==> src/rtl/aux_tmo_pkg.sv <==
package aux_tmo_pkg;

    localparam int LEN_W       = 7;
    localparam int MUL_W       = 2;
    localparam int MUL_N       = 1 << MUL_W;
    localparam int BASE_SHIFT  = 3;
    localparam int PREV_W      = LEN_W + BASE_SHIFT + MUL_N - 1;
    localparam int RANGE_BREAK = 1016;
    localparam int DEF_LEN     = 69;
    localparam int LEN_MAX     = (1 << LEN_W) - 1;

    typedef struct packed {
        logic [MUL_W-1:0] mul;
        logic [LEN_W-1:0] len;
    } tmo_setting_t;

    function automatic tmo_setting_t default_setting();
        tmo_setting_t s;
        s.mul = '0;
        s.len = LEN_W'(DEF_LEN);
        return s;
    endfunction

    // Microseconds represented by a held setting.
    function automatic logic [PREV_W-1:0] setting_us(input tmo_setting_t s);
        return PREV_W'(s.len) << (BASE_SHIFT + int'(s.mul));
    endfunction

endpackage

==> src/rtl/aux_tmo_encode.sv <==
module aux_tmo_encode
    import aux_tmo_pkg::*;
#(
    parameter int TIME_W = 16
) (
    input  logic [TIME_W-1:0] req_us,
    output tmo_setting_t      enc
);
    localparam int SUM_W = TIME_W + 1;

    logic [SUM_W-1:0] quot [MUL_N];
    logic [MUL_N-1:0] fits;
    logic [MUL_W-1:0] sel;
    logic [SUM_W-1:0] pick;

    // One candidate per tick size: ceiling divide and range test.
    for (genvar g = 0; g < MUL_N; g++) begin : g_step
        localparam int SH = BASE_SHIFT + g;
        assign quot[g] = ({1'b0, req_us} + SUM_W'((1 << SH) - 1)) >> SH;
        assign fits[g] = ({1'b0, req_us} <= SUM_W'(RANGE_BREAK << g));
    end

    always_comb begin
        sel = MUL_W'(MUL_N - 1);
        for (int k = MUL_N - 1; k >= 0; k--) begin
            if (fits[k]) sel = MUL_W'(k);
        end
        pick = quot[sel];
        if (req_us == '0) begin
            enc = default_setting();
        end else begin
            enc.mul = sel;
            enc.len = (pick > SUM_W'(LEN_MAX)) ? LEN_W'(LEN_MAX) : pick[LEN_W-1:0];
        end
    end

    // clamping never yields zero for a nonzero request
    always_comb begin
        if (req_us != '0) a_r6_nonzero_len: assert (enc.len != '0);
    end

endmodule

==> src/rtl/aux_tmo_hold.sv <==
module aux_tmo_hold
    import aux_tmo_pkg::*;
(
    input  logic              clk,
    input  logic              rst,
    input  logic              load,
    input  tmo_setting_t      next_set,
    input  logic [PREV_W-1:0] cur_us,
    output tmo_setting_t      held,
    output logic [PREV_W-1:0] prev_us,
    output logic              valid
);
    always_ff @(posedge clk) begin
        if (rst) begin
            held    <= default_setting();
            prev_us <= '0;
            valid   <= 1'b0;
        end else begin
            valid <= load;
            if (load) begin
                held    <= next_set;
                prev_us <= cur_us;
            end
        end
    end

    a_r8_hold_when_idle: assert property (@(posedge clk) disable iff (rst)
        !load |=> ($stable(held) && $stable(prev_us)));
    a_r8_valid_follows_load: assert property (@(posedge clk) disable iff (rst)
        load |=> valid);
    a_r8_valid_single: assert property (@(posedge clk) disable iff (rst)
        !load |=> !valid);

endmodule

==> src/rtl/aux_reply_tmo_cfg.sv <==
module aux_reply_tmo_cfg
    import aux_tmo_pkg::*;
#(
    parameter int TIME_W = 16
) (
    input  logic              clk,
    input  logic              rst,
    input  logic              load_i,
    input  logic [TIME_W-1:0] tmo_us_i,
    output logic [LEN_W-1:0]  len_o,
    output logic [MUL_W-1:0]  mul_o,
    output logic [PREV_W-1:0] prev_us_o,
    output logic              upd_valid_o
);
    tmo_setting_t      enc_set;
    tmo_setting_t      held_set;
    logic [PREV_W-1:0] held_us;

    aux_tmo_encode #(.TIME_W(TIME_W)) u_enc (
        .req_us (tmo_us_i),
        .enc    (enc_set)
    );

    assign held_us = setting_us(held_set);

    aux_tmo_hold u_hold (
        .clk      (clk),
        .rst      (rst),
        .load     (load_i),
        .next_set (enc_set),
        .cur_us   (held_us),
        .held     (held_set),
        .prev_us  (prev_us_o),
        .valid    (upd_valid_o)
    );

    assign len_o = held_set.len;
    assign mul_o = held_set.mul;

    a_r2_zero_default: assert property (@(posedge clk) disable iff (rst)
        (load_i && tmo_us_i == '0) |=> (len_o == LEN_W'(DEF_LEN) && mul_o == '0));
    a_r4_r5_r6_upper_floor: assert property (@(posedge clk) disable iff (rst)
        (upd_valid_o && mul_o != '0) |-> (len_o >= LEN_W'(64)));
    a_r7_prev_product: assert property (@(posedge clk) disable iff (rst)
        load_i |=> (prev_us_o == (PREV_W'($past(len_o)) << (BASE_SHIFT + int'($past(mul_o))))));

endmodule

==> config.mk <==
export PLATFORM = sky130hd
export DESIGN_NAME = aux_reply_tmo_cfg
export DESIGN_NICKNAME = d
export VERILOG_FILES = /design/src/rtl/aux_tmo_pkg.sv /design/src/rtl/aux_tmo_encode.sv /design/src/rtl/aux_tmo_hold.sv /design/src/rtl/aux_reply_tmo_cfg.sv
export SDC_FILE = /design/constraint.sdc
export NUM_CORES = 1
export LEC_CHECK = 0
export ABC_CLOCK_PERIOD_IN_PS = 2850
export CORE_ASPECT_RATIO = 0.75
export CORE_MARGIN = 2
export CORE_UTILIZATION = 55
export CTS_CLUSTER_SIZE = 8
export DETAILED_ROUTE_END_ITERATION = 12
export DONT_BUFFER_PORTS = 1
export PLACE_DENSITY = 0.7
export REMOVE_ABC_BUFFERS = 1
export SKIP_CTS_REPAIR_TIMING = 1
export SLEW_MARGIN = 10
export SYNTH_ARGS = -nofsm -noshare
export SYNTH_HDL_FRONTEND = slang
export SYNTH_HIERARCHICAL = 1
export SYNTH_SLANG_ARGS = --single-unit
==> constraint.sdc <==
create_clock -name clk -period 2.85 [get_ports clk]
set_input_delay 0.855 -clock clk [delete_from_list [all_inputs] [get_ports clk]]
set_output_delay 0.855 -clock clk [all_outputs]
set_load 0.1 [all_outputs]
==> impl_metrics.toml <==
[sta]
period_share = 0.885
fin_tns_setup_ns = 0
worst_slew_pin_slew_ns = 0.479
hold_slack_ns = 0.507
fin_skew_ns = 0.0128
maxSlewHeadroom = 0.681
min_period_ns = 2.52
finalSetupViolCount = 0
fmax_mhz = 396
finalMaxSlewViolations = 0
setup_slack_ns = 0.327
rsz0062_at_grt = "false"
hold_viol = 0

[detailed_routing]
drtIter0Drc = 219
routed_wl_um = 5050
first_pass_iters = 4
route.detailed.drc = 0
viasPerCell = 5.87
drt-wirelength-per-cell_um = 15.8
num_vias = 1877
ant_nets = 0

[floorplanning]
rows = 19
fp.dieW_um = 74.8
design.portCount = 42
die_y_um = 57.1
die_area_mm2 = 0.00427
initial_utilization = 0.569
core_area_mm2 = 0.00364

[clocking]
clock_sinks = 23
root_buffer = "clkbuf_8"
cts.clk_slew.worst_paths_ns = 0.09
htree_num_levels = 1
cts_tree = "done"
clock_latency_ns = 0.27
max-clock-path-buffers = 2
numCtsBuffers = 3

[worst_setup_path]
r2r_start = "u_hold/held[7]$_SDFFE_PP0P_"
cp_num_buf_inv = 0
cp-start-kind = "input pin"
r2r_cells = 7
required_ns = 3.02
crit_path_max_fanout = 3
worst_ep_arrival_time_ns = 2.69
cpPeakStageDelay_ns = 0.56
path_cells = "or4_4 -> nor2_1 -> a2111oi_0 -> o21ai_1 -> o21ai_1 -> or3_1 -> a211o_1"
crit_family = "simple AND/OR/NAND/NOR gates"
path_depth = 7
cpMostUsedCell = "o21ai_1"
rr_endpoint = "u_hold/prev_us[6]$_SDFFE_PP0P_"
crit_end = "u_hold/held[6]$_SDFFE_PP1P_"
cp-startpoint = "tmo_us_i[13]"
critical-path-slowest-cell = "or4_4"
path_class = "in2reg"
rrSetupSlack_ns = 0.73
cp-end-kind = "flip-flop"

[placed_design]
dp_hpwl_um = 3770
place_congestion = 0.969
postPlaceCellArea_mm2 = 0.00225
numPortBuffers = 0
dp_slack_ns = 0.0406
placed_cells = 316

[hold_path]
min_path_type = "reg2reg"

[job]
drv_cap = 0

[logic_synthesis]
synth_ff_type = "dfxtp_1"
synth_area_per_cell_um2 = 8.34
syn_inst = 248
ys_ff_latch = 23
syn_area_mm2 = 0.00207
yosysWarnings = 6
ys_seq_area_frac = 0.222
synth_edf_count = 0
async_reset_ff_frac = 0
ys_types = 62

[cells_and_area]
final_common_cell = "nor2_1"
drive_above_1_share = 0.246
final_cell_mix = "nor2_1 (40), buf_4 (34), mux2i_1 (27)"
final_cells = 320
num_antenna_cells = 0
synthToLayoutAreaGrowth_pct = 11.1
layout.nets = 290
fin_util = 0.632
fin_area_mm2 = 0.00230

[global_route]
grt_overflow_total = 0
track_usage = 0.242
first_global_vias = 1653
grt_antenna_before_repair = 0
grt_max_degree = 27
grt_pass1_wl_um = 8150

[status]
status = "finished, final reports clean"

[pwr]
vdd_drop_max_v = 0.000329
p_leak_nw = 0.972
fin_total_pwr_uw = 999
power_density_mw_per_mm2 = 435
==> worst register-to-register path: stages, from the launching register on <==
cell     delay [ns]
dfxtp_1        0.35
inv_2          0.10
ha_1           0.61
mux2_2         0.42
mux2i_1        0.24
mux2i_1        0.13
mux2i_1        0.14
nor2_1         0.05
==> registers in the layout, indices dropped and copies added, names as in the netlist <==
name and count:
u_hold/prev_us 13, u_hold/valid 1, u_hold/held 9
==> metal layers <==
metal / track usage / up-vias / share of wire
met5: 0 / - / 0
met4: 0.0306 / 0 / 0.0028
met3: 0.0742 / 2 / 0.097
met2: 0.320 / 91 / 0.41
met1: 0.388 / 852 / 0.49
li1: - / 932 / -
==> final cells by class <==
type                    instances  area (µm²)
multi-input cells             201        1450
fillers                       339        1340
flip-flops and latches         23         460
repair buffers                 34         255
well taps                      52        65.1
clock buffers                   3        41.3
inverters                       6        22.5
clock inverters                 1        5.00
==> synthesized netlist by cell type, types with 4 or more instances <==
library cell  instances  share of area
clkbuf_1              4         0.0073
a21oi_1              14          0.034
xor2_1                6          0.025
xnor2_1              10          0.042
o211ai_1              8          0.029
inv_1                 4         0.0073
nand2_1              16          0.029
a211o_1               4          0.017
nor2_1               40          0.073
buf_2                 8          0.019
dfxtp_1              23           0.22
o21ai_0               4         0.0097
mux2i_1              27           0.13
nor3_1                6          0.015
nor2b_1               4          0.012
nand3_1               4         0.0097
==> cell families (layout without fill, tap and decap cells) <==
logic type / Yosys count / in the layout / share of synthesized area
AO/OA/AOI/OAI: 55 / 55 / 0.203
AND/OR/NAND/NOR: 95 / 95 / 0.250
multiplexers: 33 / 33 / 0.168
flip-flops: 23 / 23 / 0.222
buffers and inverters: 24 / 44 / 0.0768
adder cells (fa/ha/maj): 2 / 2 / 0.0121
XOR/XNOR: 16 / 16 / 0.0677
==> worst min path at each step <==
stage                                               start                              end  slack (ns)  cells after the start
after floorplan                                       rst          u_hold/valid$_SDFF_PP0_        0.93                      1
after global placement    u_hold/prev_us[12]$_SDFFE_PP0P_  u_hold/prev_us[12]$_SDFFE_PP0P_        0.48                      2
after detailed placement   u_hold/prev_us[9]$_SDFFE_PP0P_   u_hold/prev_us[9]$_SDFFE_PP0P_        0.48                      2
after CTS                 u_hold/prev_us[10]$_SDFFE_PP0P_  u_hold/prev_us[10]$_SDFFE_PP0P_        0.51                      2
after global routing       u_hold/prev_us[9]$_SDFFE_PP0P_   u_hold/prev_us[9]$_SDFFE_PP0P_        0.54                      2
final                     u_hold/prev_us[12]$_SDFFE_PP0P_  u_hold/prev_us[12]$_SDFFE_PP0P_        0.51                      2
==> power by group <==
| group | internal, mW | switching (mW) | total (mW) |
|---|---|---|---|
| Clock | 0.0978 | 0.110 | 0.208 |
| Combinational | 0.137 | 0.297 | 0.435 |
| Sequential | 0.345 | 0.0120 | 0.356 |
No activity file was read; power rests on OpenSTA's default activity.
